--- config.mk ---
export PLATFORM = sky130hd
export DESIGN_NAME = usart_frame_rx
export DESIGN_NICKNAME = d
export VERILOG_FILES = /design/src/rtl/usrx_pkg.sv /design/src/rtl/usrx_rst_sync.sv /design/src/rtl/usrx_sync.sv /design/src/rtl/usrx_timing.sv /design/src/rtl/usrx_frame.sv /design/src/rtl/usart_frame_rx.sv
export SDC_FILE = /design/constraint.sdc
export NUM_CORES = 1
export LEC_CHECK = 0
export BUFFER_PORTS_ARGS = -buffer_cell sky130_fd_sc_hd__buf_2
export CORE_MARGIN = 2
export CORE_UTILIZATION = 47
export DETAILED_ROUTE_END_ITERATION = 12
export PLACE_DENSITY = 0.66
export SKIP_LAST_GASP = 1
export SYNTH_ARGS = -nofsm -noshare
export SYNTH_HDL_FRONTEND = slang
export SYNTH_SLANG_ARGS = --single-unit
--- constraint.sdc ---
create_clock -name clk -period 1.8 [get_ports clk]
set_input_delay 0.18 -clock clk [delete_from_list [all_inputs] [get_ports clk]]
set_output_delay 0.18 -clock clk [all_outputs]
set_load 0.05 [all_outputs]
--- src/rtl/usrx_pkg.sv ---
package usrx_pkg;

  localparam int unsigned MAX_BITS = 9;
  localparam int unsigned CNT_W    = $clog2(MAX_BITS + 1);

  typedef enum logic [2:0] {
    ST_IDLE  = 3'd0,
    ST_START = 3'd1,
    ST_DATA  = 3'd2,
    ST_PAR   = 3'd3,
    ST_STOP1 = 3'd4,
    ST_STOP2 = 3'd5
  } rx_state_e;

  // Width code -> number of character bits (codes above 4 saturate at 9)
  function automatic logic [CNT_W-1:0] char_len(input logic [2:0] code);
    if (code > 3'd4) return CNT_W'(MAX_BITS);
    return CNT_W'(code) + CNT_W'(5);
  endfunction

endpackage

--- src/rtl/usrx_rst_sync.sv ---
module usrx_rst_sync #(
  parameter int unsigned STAGES = 2
) (
  input  logic clk,
  input  logic rst_ni,
  output logic rst_no
);

  logic [STAGES-1:0] chain_q;
  logic [STAGES-1:0] chain_d;

  always_comb begin
    chain_d = {chain_q[STAGES-2:0], 1'b1};
  end

  always_ff @(posedge clk or negedge rst_ni) begin
    if (!rst_ni) chain_q <= '0;
    else         chain_q <= chain_d;
  end

  assign rst_no = chain_q[STAGES-1];

endmodule

--- src/rtl/usrx_sync.sv ---
module usrx_sync #(
  parameter int unsigned     W       = 1,
  parameter int unsigned     STAGES  = 2,
  parameter logic [W-1:0]    RST_VAL = '0
) (
  input  logic         clk,
  input  logic         rst_n,
  input  logic [W-1:0] d_i,
  output logic [W-1:0] q_o
);

  logic [W-1:0] st_q [STAGES];
  logic [W-1:0] st_d [STAGES];

  for (genvar g = 0; g < STAGES; g++) begin : g_stage
    if (g == 0) begin : g_first
      assign st_d[g] = d_i;
    end else begin : g_next
      assign st_d[g] = st_q[g-1];
    end

    always_ff @(posedge clk or negedge rst_n) begin
      if (!rst_n) st_q[g] <= RST_VAL;
      else        st_q[g] <= st_d[g];
    end
  end

  assign q_o = st_q[STAGES-1];

endmodule

--- src/rtl/usrx_timing.sv ---
module usrx_timing #(
  parameter int unsigned OVS = 16
) (
  input  logic clk,
  input  logic rst_n,
  input  logic cfg_sync,
  input  logic cfg_master,
  input  logic cfg_pol,
  input  logic os_tick,
  input  logic restart,
  input  logic xck_s,
  output logic samp_stb,
  output logic xck_o
);

  localparam int unsigned HALF = OVS / 2;
  localparam int unsigned PW   = (OVS > 1) ? $clog2(OVS) : 1;
  localparam int unsigned HW   = (HALF > 1) ? $clog2(HALF) : 1;
  localparam logic [PW-1:0] PH_MID  = PW'(HALF - 1);
  localparam logic [PW-1:0] PH_LAST = PW'(OVS - 1);
  localparam logic [HW-1:0] HC_LAST = HW'(HALF - 1);

  // Asynchronous bit-phase counter
  logic [PW-1:0] ph_q, ph_d;
  logic          ph_en;
  logic          astb;

  always_comb begin
    ph_en = restart | os_tick;
    if (restart)            ph_d = '0;
    else if (ph_q == PH_LAST) ph_d = '0;
    else                    ph_d = ph_q + PW'(1);
  end

  assign astb = os_tick & ~restart & (ph_q == PH_MID);

  // Master bit-clock divider
  logic          run;
  logic [HW-1:0] hc_q, hc_d;
  logic          xq_q, xq_d;
  logic          mstb;

  assign run = cfg_sync & cfg_master;

  always_comb begin
    hc_d = hc_q;
    xq_d = xq_q;
    if (!run) begin
      hc_d = '0;
      xq_d = 1'b0;
    end else if (os_tick) begin
      if (hc_q == HC_LAST) begin
        hc_d = '0;
        xq_d = ~xq_q;
      end else begin
        hc_d = hc_q + HW'(1);
      end
    end
  end

  // Sampling edge: falling when pol=0 (level leaves 1), rising when pol=1
  assign mstb = run & os_tick & (hc_q == HC_LAST) & (xq_q != cfg_pol);

  // Slave bit-clock edges
  logic xs_prev_q;
  logic s_rise, s_fall, sstb;

  assign s_rise = xck_s & ~xs_prev_q;
  assign s_fall = ~xck_s & xs_prev_q;
  assign sstb   = cfg_pol ? s_rise : s_fall;

  always_ff @(posedge clk or negedge rst_n) begin
    if (!rst_n) begin
      ph_q      <= '0;
      hc_q      <= '0;
      xq_q      <= 1'b0;
      xs_prev_q <= 1'b0;
    end else begin
      if (ph_en) ph_q <= ph_d;
      hc_q      <= hc_d;
      xq_q      <= xq_d;
      xs_prev_q <= xck_s;
    end
  end

  always_comb begin
    if (!cfg_sync)       samp_stb = astb;
    else if (cfg_master) samp_stb = mstb;
    else                 samp_stb = sstb;
  end

  assign xck_o = xq_q;

  p_async_on_tick_r2: assert property (@(posedge clk) disable iff (!rst_n)
    (!cfg_sync && samp_stb) |-> os_tick);

  p_xck_low_r10: assert property (@(posedge clk) disable iff (!rst_n)
    !run |=> !xck_o);

  p_xck_hold_r10: assert property (@(posedge clk) disable iff (!rst_n)
    (run && !os_tick) |=> $stable(xck_o));

endmodule

--- src/rtl/usrx_frame.sv ---
module usrx_frame
  import usrx_pkg::*;
(
  input  logic                clk,
  input  logic                rst_n,
  input  logic                cfg_sync,
  input  logic [2:0]          cfg_size,
  input  logic [1:0]          cfg_par,
  input  logic                cfg_two_stop,
  input  logic                rx_s,
  input  logic                samp_stb,
  output logic                restart,
  output logic [MAX_BITS-1:0] data_o,
  output logic                valid_o,
  output logic                perr_o,
  output logic                ferr_o
);

  rx_state_e            st_q, st_d;
  logic [CNT_W-1:0]     cnt_q, cnt_d;
  logic [MAX_BITS-1:0]  sh_q, sh_d;
  logic [MAX_BITS-1:0]  data_q, data_d;
  logic                 pacc_q, pacc_d;
  logic                 pbit_q, pbit_d;
  logic                 vld_q, vld_d;
  logic                 perr_q, perr_d;
  logic                 ferr_q, ferr_d;
  logic                 rx_prev_q;

  logic [CNT_W-1:0]     nbits;
  logic [CNT_W-1:0]     shamt;
  logic                 par_en;
  logic                 fall;

  assign nbits   = char_len(cfg_size);
  assign shamt   = CNT_W'(MAX_BITS) - nbits;
  assign par_en  = cfg_par[1];
  assign fall    = rx_prev_q & ~rx_s;
  assign restart = (st_q == ST_IDLE) & ~cfg_sync & fall;

  always_comb begin
    st_d   = st_q;
    cnt_d  = cnt_q;
    sh_d   = sh_q;
    pacc_d = pacc_q;
    pbit_d = pbit_q;
    data_d = data_q;
    vld_d  = 1'b0;
    perr_d = 1'b0;
    ferr_d = 1'b0;
    case (st_q)
      ST_IDLE: begin
        if (!cfg_sync) begin
          if (fall) st_d = ST_START;
        end else if (samp_stb && !rx_s) begin
          st_d   = ST_DATA;
          cnt_d  = '0;
          pacc_d = 1'b0;
        end
      end
      ST_START: begin
        if (samp_stb) begin
          if (!rx_s) begin
            st_d   = ST_DATA;
            cnt_d  = '0;
            pacc_d = 1'b0;
          end else begin
            st_d = ST_IDLE;
          end
        end
      end
      ST_DATA: begin
        if (samp_stb) begin
          sh_d   = {rx_s, sh_q[MAX_BITS-1:1]};
          pacc_d = pacc_q ^ rx_s;
          cnt_d  = cnt_q + CNT_W'(1);
          if (cnt_q == nbits - CNT_W'(1)) st_d = par_en ? ST_PAR : ST_STOP1;
        end
      end
      ST_PAR: begin
        if (samp_stb) begin
          pbit_d = rx_s;
          st_d   = ST_STOP1;
        end
      end
      ST_STOP1: begin
        if (samp_stb) begin
          vld_d  = 1'b1;
          ferr_d = ~rx_s;
          perr_d = par_en & (pbit_q != (pacc_q ^ cfg_par[0]));
          data_d = sh_q >> shamt;
          st_d   = cfg_two_stop ? ST_STOP2 : ST_IDLE;
        end
      end
      ST_STOP2: begin
        if (samp_stb) st_d = ST_IDLE;
      end
      default: st_d = ST_IDLE;
    endcase
  end

  always_ff @(posedge clk or negedge rst_n) begin
    if (!rst_n) begin
      st_q      <= ST_IDLE;
      cnt_q     <= '0;
      sh_q      <= '0;
      data_q    <= '0;
      pacc_q    <= 1'b0;
      pbit_q    <= 1'b0;
      vld_q     <= 1'b0;
      perr_q    <= 1'b0;
      ferr_q    <= 1'b0;
      rx_prev_q <= 1'b1;
    end else begin
      st_q      <= st_d;
      cnt_q     <= cnt_d;
      sh_q      <= sh_d;
      data_q    <= data_d;
      pacc_q    <= pacc_d;
      pbit_q    <= pbit_d;
      vld_q     <= vld_d;
      perr_q    <= perr_d;
      ferr_q    <= ferr_d;
      rx_prev_q <= rx_s;
    end
  end

  assign data_o  = data_q;
  assign valid_o = vld_q;
  assign perr_o  = perr_q;
  assign ferr_o  = ferr_q;

  p_valid_pulse_r7: assert property (@(posedge clk) disable iff (!rst_n)
    valid_o |=> !valid_o);

  p_flags_with_valid_r7: assert property (@(posedge clk) disable iff (!rst_n)
    (perr_o || ferr_o) |-> valid_o);

  p_zero_fill_r3: assert property (@(posedge clk) disable iff (!rst_n)
    valid_o |-> ((data_o >> nbits) == '0));

  p_no_perr_r4: assert property (@(posedge clk) disable iff (!rst_n)
    (valid_o && !par_en) |-> !perr_o);

  p_glitch_drop_r1: assert property (@(posedge clk) disable iff (!rst_n)
    (st_q == ST_START && samp_stb && rx_s) |=> (st_q == ST_IDLE && !valid_o));

endmodule

--- src/rtl/usart_frame_rx.sv ---
module usart_frame_rx
  import usrx_pkg::*;
#(
  parameter int unsigned OVS         = 16,
  parameter int unsigned SYNC_STAGES = 2
) (
  input  logic                clk,
  input  logic                rst_ni,
  input  logic                cfg_sync_i,
  input  logic                cfg_master_i,
  input  logic                cfg_pol_i,
  input  logic [2:0]          cfg_size_i,
  input  logic [1:0]          cfg_par_i,
  input  logic                cfg_two_stop_i,
  input  logic                os_tick_i,
  input  logic                rx_i,
  input  logic                xck_i,
  output logic                xck_o,
  output logic [MAX_BITS-1:0] rx_data_o,
  output logic                rx_valid_o,
  output logic                rx_perr_o,
  output logic                rx_ferr_o
);

  logic       rst_n;
  logic [1:0] pins_s;
  logic       restart;
  logic       samp_stb;

  usrx_rst_sync #(.STAGES(2)) u_rst (
    .clk    (clk),
    .rst_ni (rst_ni),
    .rst_no (rst_n)
  );

  // bit 0: receive line (idle high), bit 1: slave bit clock
  usrx_sync #(.W(2), .STAGES(SYNC_STAGES), .RST_VAL(2'b01)) u_sync (
    .clk   (clk),
    .rst_n (rst_n),
    .d_i   ({xck_i, rx_i}),
    .q_o   (pins_s)
  );

  usrx_timing #(.OVS(OVS)) u_timing (
    .clk        (clk),
    .rst_n      (rst_n),
    .cfg_sync   (cfg_sync_i),
    .cfg_master (cfg_master_i),
    .cfg_pol    (cfg_pol_i),
    .os_tick    (os_tick_i),
    .restart    (restart),
    .xck_s      (pins_s[1]),
    .samp_stb   (samp_stb),
    .xck_o      (xck_o)
  );

  usrx_frame u_frame (
    .clk          (clk),
    .rst_n        (rst_n),
    .cfg_sync     (cfg_sync_i),
    .cfg_size     (cfg_size_i),
    .cfg_par      (cfg_par_i),
    .cfg_two_stop (cfg_two_stop_i),
    .rx_s         (pins_s[0]),
    .samp_stb     (samp_stb),
    .restart      (restart),
    .data_o       (rx_data_o),
    .valid_o      (rx_valid_o),
    .perr_o       (rx_perr_o),
    .ferr_o       (rx_ferr_o)
  );

endmodule

[After elaboration in Yosys (flattened, before gate mapping)]
Index checks and enable logic that the tools add are counted.
Operators by class
  $add $sub $neg: 6
  order comparisons: 1
  eq/ne operators: 24
  shift operators: 1
  multiplexer cells: 45
  bitwise gates (word level): 21
  reductions and logical operators: 10
Operators by type and width (number)
  $mux 3: 14
  $mux 4: 9
  $mux 1: 18
  $pmux 3 s6: 1
  $and 1x1->1: 12
  $ne 2x1->1 const B: 6
  $pmux 4 s3: 1
  $ne 2x2->1 const B: 5
  $eq 3x3->1 const B: 3
  $shr 9x4->9: 1
  $add 4x1->4 const B: 2
  $reduce_and 2->1: 4
  $reduce_and 8->1: 1
  $eq 3x2->1 const B: 2
  $not 1->1: 6
  $reduce_and 6->1: 1
  $add 3x3->4 const B: 1
  $eq 4x3->1 const B: 1
  $eq 4x4->1: 1
  $eq 4x4->1 const B: 1
  $sub 4x1->4 const B: 1
  $sub 4x4->4 const A: 1
  $add 3x1->3 const B: 1
  $eq 3x1->1 const B: 1
  other kinds (12): 14
Storage, ports and cells
  register bits after elaboration: 46
  input port bits: 14
  output and inout bits: 13
  word-level logic and storage cells: 125

[Depth between registers and ports, before layout]
  depth after elaboration: 11
  depth in mapped cells: 11
  depth with buffers taken out: 11

[Hierarchy]
A second synthesis with hierarchy kept.
Unflattened totals
  cells, all modules: 264
  area total of the unflattened synthesis: 2536.2 µm²
By module, submodules not included
  usrx_frame: instances 1, cells an instance 208, area an instance 1888.1 µm², seq. area each 777.0 µm²
  usrx_timing: instances 1, cells an instance 49, area an instance 491.7 µm², seq. area each 225.2 µm²
  usrx_sync: instances 1, cells an instance 4, area an instance 102.6 µm², seq. area each 102.6 µm²
  usrx_rst_sync: instances 1, cells an instance 3, area an instance 53.8 µm², seq. area each 50.0 µm²

[Worst setup path after synthesis]
OpenSTA, ideal clock, no wires.
  kind: input -> register
  start point: in cfg_size_i[0]
  end point: reg u_frame.st_q[2]
  setup time: 0.101 ns
  arrival time: 2.069 ns
  required time: 1.699 ns
  path slack: -0.370 ns
  cell stages on the path: 10
  path buffers: 0
  cells stage by stage: inv_1 -> ha_1 -> nand2_1 -> ha_1 -> and3b_1 -> o21ai_0 -> o211ai_1 -> xnor2_1 -> a41oi_1 -> o32ai_1
Between the ends
  word-level cells in the longest chain between the ends: 7
  elaborated cells between the ends (all ways): 8
  those cells by class: add/sub (2); order compare (1); eq/ne (2); mux (2); reduce/logical (1)
RTL lines
  from (decl): line usart_frame_rx.sv:12  | input logic [2:0] cfg_size_i,
  $gt 3x3->1: line usrx_pkg.sv:17  | if (code > 3'd4) return CNT_W'(MAX_BITS);
  $mux 1: line usrx_pkg.sv:17
  $mux 4 (*): line usrx_pkg.sv:18  | return CNT_W'(code) + CNT_W'(5);
  $sub 4x1->4 (*): line usrx_frame.sv:77  | if (cnt_q == nbits - CNT_W'(1)) st_d = par_en ? ST_PAR : ST_STOP1;
  $eq 4x4->1 (*): line usrx_frame.sv:77
  $ne 2x1->1 (no line) (*)
  $reduce_and 8->1 (no line) (*)
  to (signal assigned): line usrx_frame.sv:115  | st_q <= st_d;
  to (decl): line usrx_frame.sv:19  | rx_state_e st_q, st_d;
Mark *: on every way between the ends. The rest lies on a longest branch, timed or not.
A chain may end at the register's enable or synchronous reset.

[Final worst setup path]
  start point: reg u_frame.st_q[1]
  end point: reg u_frame.pbit_q
Between the ends
  word-level cells in the longest chain between the ends: 8
  elaborated cells between the ends (all ways): 9
  those cells by class: eq/ne (1); mux (1); bitwise (5); reduce/logical (2)
RTL lines
  $logic_not 3->1: line usrx_frame.sv:39  | assign restart = (st_q == ST_IDLE) & ~cfg_sync & fall;
  $and 1x1->1 (2 in series): line usrx_frame.sv:39
  $not 1->1: line usrx_timing.sv:35  | assign astb = os_tick & ~restart & (ph_q == PH_MID);
  $and 1x1->1 (2 in series): line usrx_timing.sv:35
  $mux 1: line usrx_timing.sv:87  | if (!cfg_sync) samp_stb = astb;
  $reduce_and 2->1 (no line) (*)
  to (signal assigned): line usrx_frame.sv:120  | pbit_q <= pbit_d;
  to (decl): line usrx_frame.sv:24  | logic pbit_q, pbit_d;
Marks and branches as above.

==> results.py <==
metrics = {
    "setup_path": {
        "worstPathMaxFanout": 4,
        "cp-end-kind": "flip-flop",
        "cp_slowest_cell": "or3_4",
        "crit_chain": "or3_4 > nor4b_4 > and3b_2 > or2_1 > and3_4 > mux2_4",
        "ff2ff_setup_slack_ns": -0.30,
        "worstSetupPathType": "flip-flop to flip-flop",
        "critPathLaunchType": "flip-flop",
        "cpPeakStageDelay_ns": 0.42,
        "worstPathRequired_ns": 1.98,
        "crit_family": "simple AND/OR/NAND/NOR gates",
        "critical_path_arrival_ns": 2.29,
        "crit_buf_inv": 0,
    },
    "die": {
        "core-area_sq_um": 5110,
        "initial_core_util": 0.488,
        "ios": 27,
        "rows": 26,
        "die_y_um": 76.8,
        "die_width_um": 76.8,
        "dieArea_sq_um": 5900,
    },
    "drt": {
        "drc_errors": 0,
        "first_iter_violations": 129,
        "dr.pass1.iters": 4,
        "detail-route-antenna-nets": 0,
        "routed_wl_um": 5370,
        "wire_per_inst_um": 13.9,
        "num_vias": 2037,
        "via_per_inst": 5.26,
    },
    "timing": {
        "drv_slew": 0,
        "hold_ws_ns": 0.172,
        "clock_skew_ns": 0.00347,
        "period_minus_slack_ns": 2.10,
        "fmax_mhz": 475,
        "layout_setup_ws_ns": -0.303,
        "fin_crit_sh": 1.17,
        "fin_tns_setup_ns": -5.98,
        "rsz0062_at_grt": "yes",
        "finalSetupViolCount": 30,
        "timing_hold_violations_final": 0,
    },
    "logic_synthesis": {
        "ys_seq_area_frac": 0.463,
        "async_flop_share": 1.00,
        "synth-edff-count": 0,
        "ys_types": 52,
        "syn-cell-area_sq_um": 2490,
        "yosysWarnings": 0,
        "ys_ff_latch": 46,
        "syn_nets": 258,
        "syn_inst": 235,
        "synth_area_per_cell_sq_um": 10.6,
        "ys.flop_type": "dfrtp_1",
    },
    "power_and_ir_drop": {
        "cellPowerDensity_nw_per_um2": 1040,
        "finalPower_uw": 3510,
        "leakagePower_uw": 0.00162,
        "ir_worst_vdd_mv": 0.691,
    },
    "grt": {
        "grt_pass1_vias": 1940,
        "grt_max_degree": 27,
        "overflow": 0,
        "grt_pass1_wl_um": 9320,
        "antenna_found_initial": 0,
        "grt_use_total": 0.195,
    },
    "run_status": {
        "violations": "setup timing",
        "status": "complete, but fails checks",
    },
    "clock_network": {
        "cts_root_buf": "clkbuf_8",
        "cts_tree": "done",
        "clock_latency_ns": 0.30,
        "cts_made_buffers": 5,
        "clock-sinks": 46,
        "cts.path.max_buffers": 2,
        "h-tree-depth": 2,
        "clkTransAtPathRegs_ns": 0.08,
    },
    "worst_hold_path": {
        "hold_path_class": "input port to flip-flop",
    },
    "cells_and_area": {
        "instances_no_fill": 387,
        "layout.nets": 339,
        "num_antenna_cells": 0,
        "area_growth_pct": 35.1,
        "fillers": 408,
        "drive_above_1_share": 0.401,
    },
    "placement": {
        "gp_congestion": 0.837,
        "hpwlAfterDp_um": 3830,
        "dp.cells": 365,
        "place_ws_ns": -0.330,
        "numPortBuffers": 26,
    },
    "job": {
        "cap_violations": 0,
    },
}
## final cells by class
type                    count  area [sq um]  share of cell area
well taps                  70          87.6              0.0260
flip-flops and latches     46          1160               0.344
clock buffers               6          72.6              0.0215
clock inverters             2          37.5              0.0111
inverters                   9          33.8              0.0100
repair buffers             82           591               0.175
multi-input cells         172          1390               0.412
## cells in the final DEF (no fill, tap or decap), drive strengths merged, types with 3 or more instances in the layout
| cell type | netlist | routed |
|---|---|---|
| a311oi | 3 | 3 |
| xor2 | 4 | 4 |
| o21ai | 13 | 13 |
| a21oi | 10 | 10 |
| nor3 | 4 | 4 |
| mux2i | 11 | 11 |
| dlygate4sd3 | 0 | 3 |
| clkbuf | 5 | 6 |
| mux4 | 4 | 4 |
| inv | 8 | 8 |
| dfstp | 3 | 3 |
| buf | 4 | 79 |
| nand2b | 5 | 5 |
| nor2 | 22 | 22 |
| nand3 | 8 | 8 |
| a22o | 5 | 5 |
| dfrtp | 43 | 43 |
| o21a | 3 | 4 |
| xnor2 | 7 | 7 |
| mux2 | 10 | 10 |
| nor2b | 3 | 3 |
| nand2 | 21 | 21 |
| ha | 9 | 9 |
## routing by layer
| layer | track usage | routed length, um |
|---|---|---|
| met1 | 0.276 | 2630 |
| met2 | 0.307 | 2440 |
| met3 | 0.0376 | 228 |
| met4 | 0.0527 | 70 |
| met5 | 0 | 0 |
## worst paths after layout
path | from | to | depth (start not counted)
worst max-delay path | u_frame.st_q[1] | u_frame.pbit_q | 6
min in group asynchronous | rst_ni | u_rst.chain_q[1] | 2
max in group asynchronous | u_rst.chain_q[1] | u_frame.data_o[7] | 1
worst min-delay path | cfg_par_i[1] | u_frame.perr_o | 2
worst max register to register | u_frame.st_q[1] | u_frame.pbit_q | 6
worst min register to register | u_rst.chain_q[1] | u_sync.st_d[1] | 0
## synthesized netlist by cell type (all sizes together), types with 2 or more instances
| library cell | n | area share |
|---|---|---|
| nand3 | 8 | 0.016 |
| or3 | 2 | 0.0070 |
| dfrtp | 43 | 0.43 |
| mux2 | 10 | 0.047 |
| dfstp | 3 | 0.032 |
| clkbuf | 5 | 0.0075 |
| a311oi | 3 | 0.011 |
| nor3 | 4 | 0.0080 |
| nor2b | 3 | 0.0075 |
| and3 | 2 | 0.0050 |
| a22o | 5 | 0.018 |
| o21a | 3 | 0.0090 |
| xnor2 | 7 | 0.025 |
| nand2b | 5 | 0.013 |
| xor2 | 4 | 0.014 |
| nor2 | 22 | 0.033 |
| and3b | 2 | 0.0070 |
| mux2i | 11 | 0.044 |
| buf | 4 | 0.012 |
| inv | 8 | 0.012 |
| mux4 | 4 | 0.036 |
| ha | 9 | 0.045 |
| nand2 | 21 | 0.032 |
| nor4b | 2 | 0.013 |
| o21ai | 13 | 0.026 |
| o41ai | 2 | 0.0070 |
| a21oi | 10 | 0.020 |
| o211ai | 2 | 0.0080 |
## repair_timing
action | CTS | global route
pin swaps | 8 | 3
setup endpoints to repair | 30 | 30
buffers inserted | 7 | 3
cloned | 1 | 0
hold endpoints to repair | 4 | 0
hold buffers | 3 | 0
gates resized for setup | 14 | 3
## state kept, by name (all words and copies together), names as in the netlist
signal	cells
u_frame.cnt_q	4
u_timing.hc_q	3
u_sync.q_o	2
u_sync.st_d	2
u_frame.ferr_o	1
u_frame.st_q	3
u_frame.perr_o	1
u_rst.chain_q	2
u_timing.xs_prev_q	1
u_frame.sh_q	9
u_frame.pbit_q	1
u_timing.xck_o	1
u_frame.rx_prev_q	1
u_frame.data_o	9
u_frame.valid_o	1
u_timing.ph_q	4
u_frame.pacc_q	1
## logic make-up (layout without fill, tap and decap cells)
kind of cell	count (synthesis)	count (layout)	share of synthesized area
DFF	46	46	0.463
other	1	1	0.00150
adders and majority gates	9	9	0.0452
and+or+nand+nor	77	77	0.159
xor gates and xnor gates	11	11	0.0386
buffers and inverters	18	99	0.0326
AOI/OAI and AO/OA	48	49	0.133
muxes	25	25	0.127
## stage by stage
step | util | cell area [sq um]
2_1_floorplan | - | 2560
3_3_place_gp | 0.603 | 3080
3_5_place_dp | 0.603 | 3080
4_1_cts | 0.652 | 3330
5_1_grt | 0.659 | 3370
6_report | 0.659 | 3370
## power breakdown
part / total [uW] / leakage (uW) / switching, uW / internal (uW)
registers: 1450 / 0.000583 / 226 / 1230
logic: 1290 / 0.000982 / 607 / 681
clock network: 764 / 0.0000514 / 350 / 414
Power figures use the tool's default switching activity.
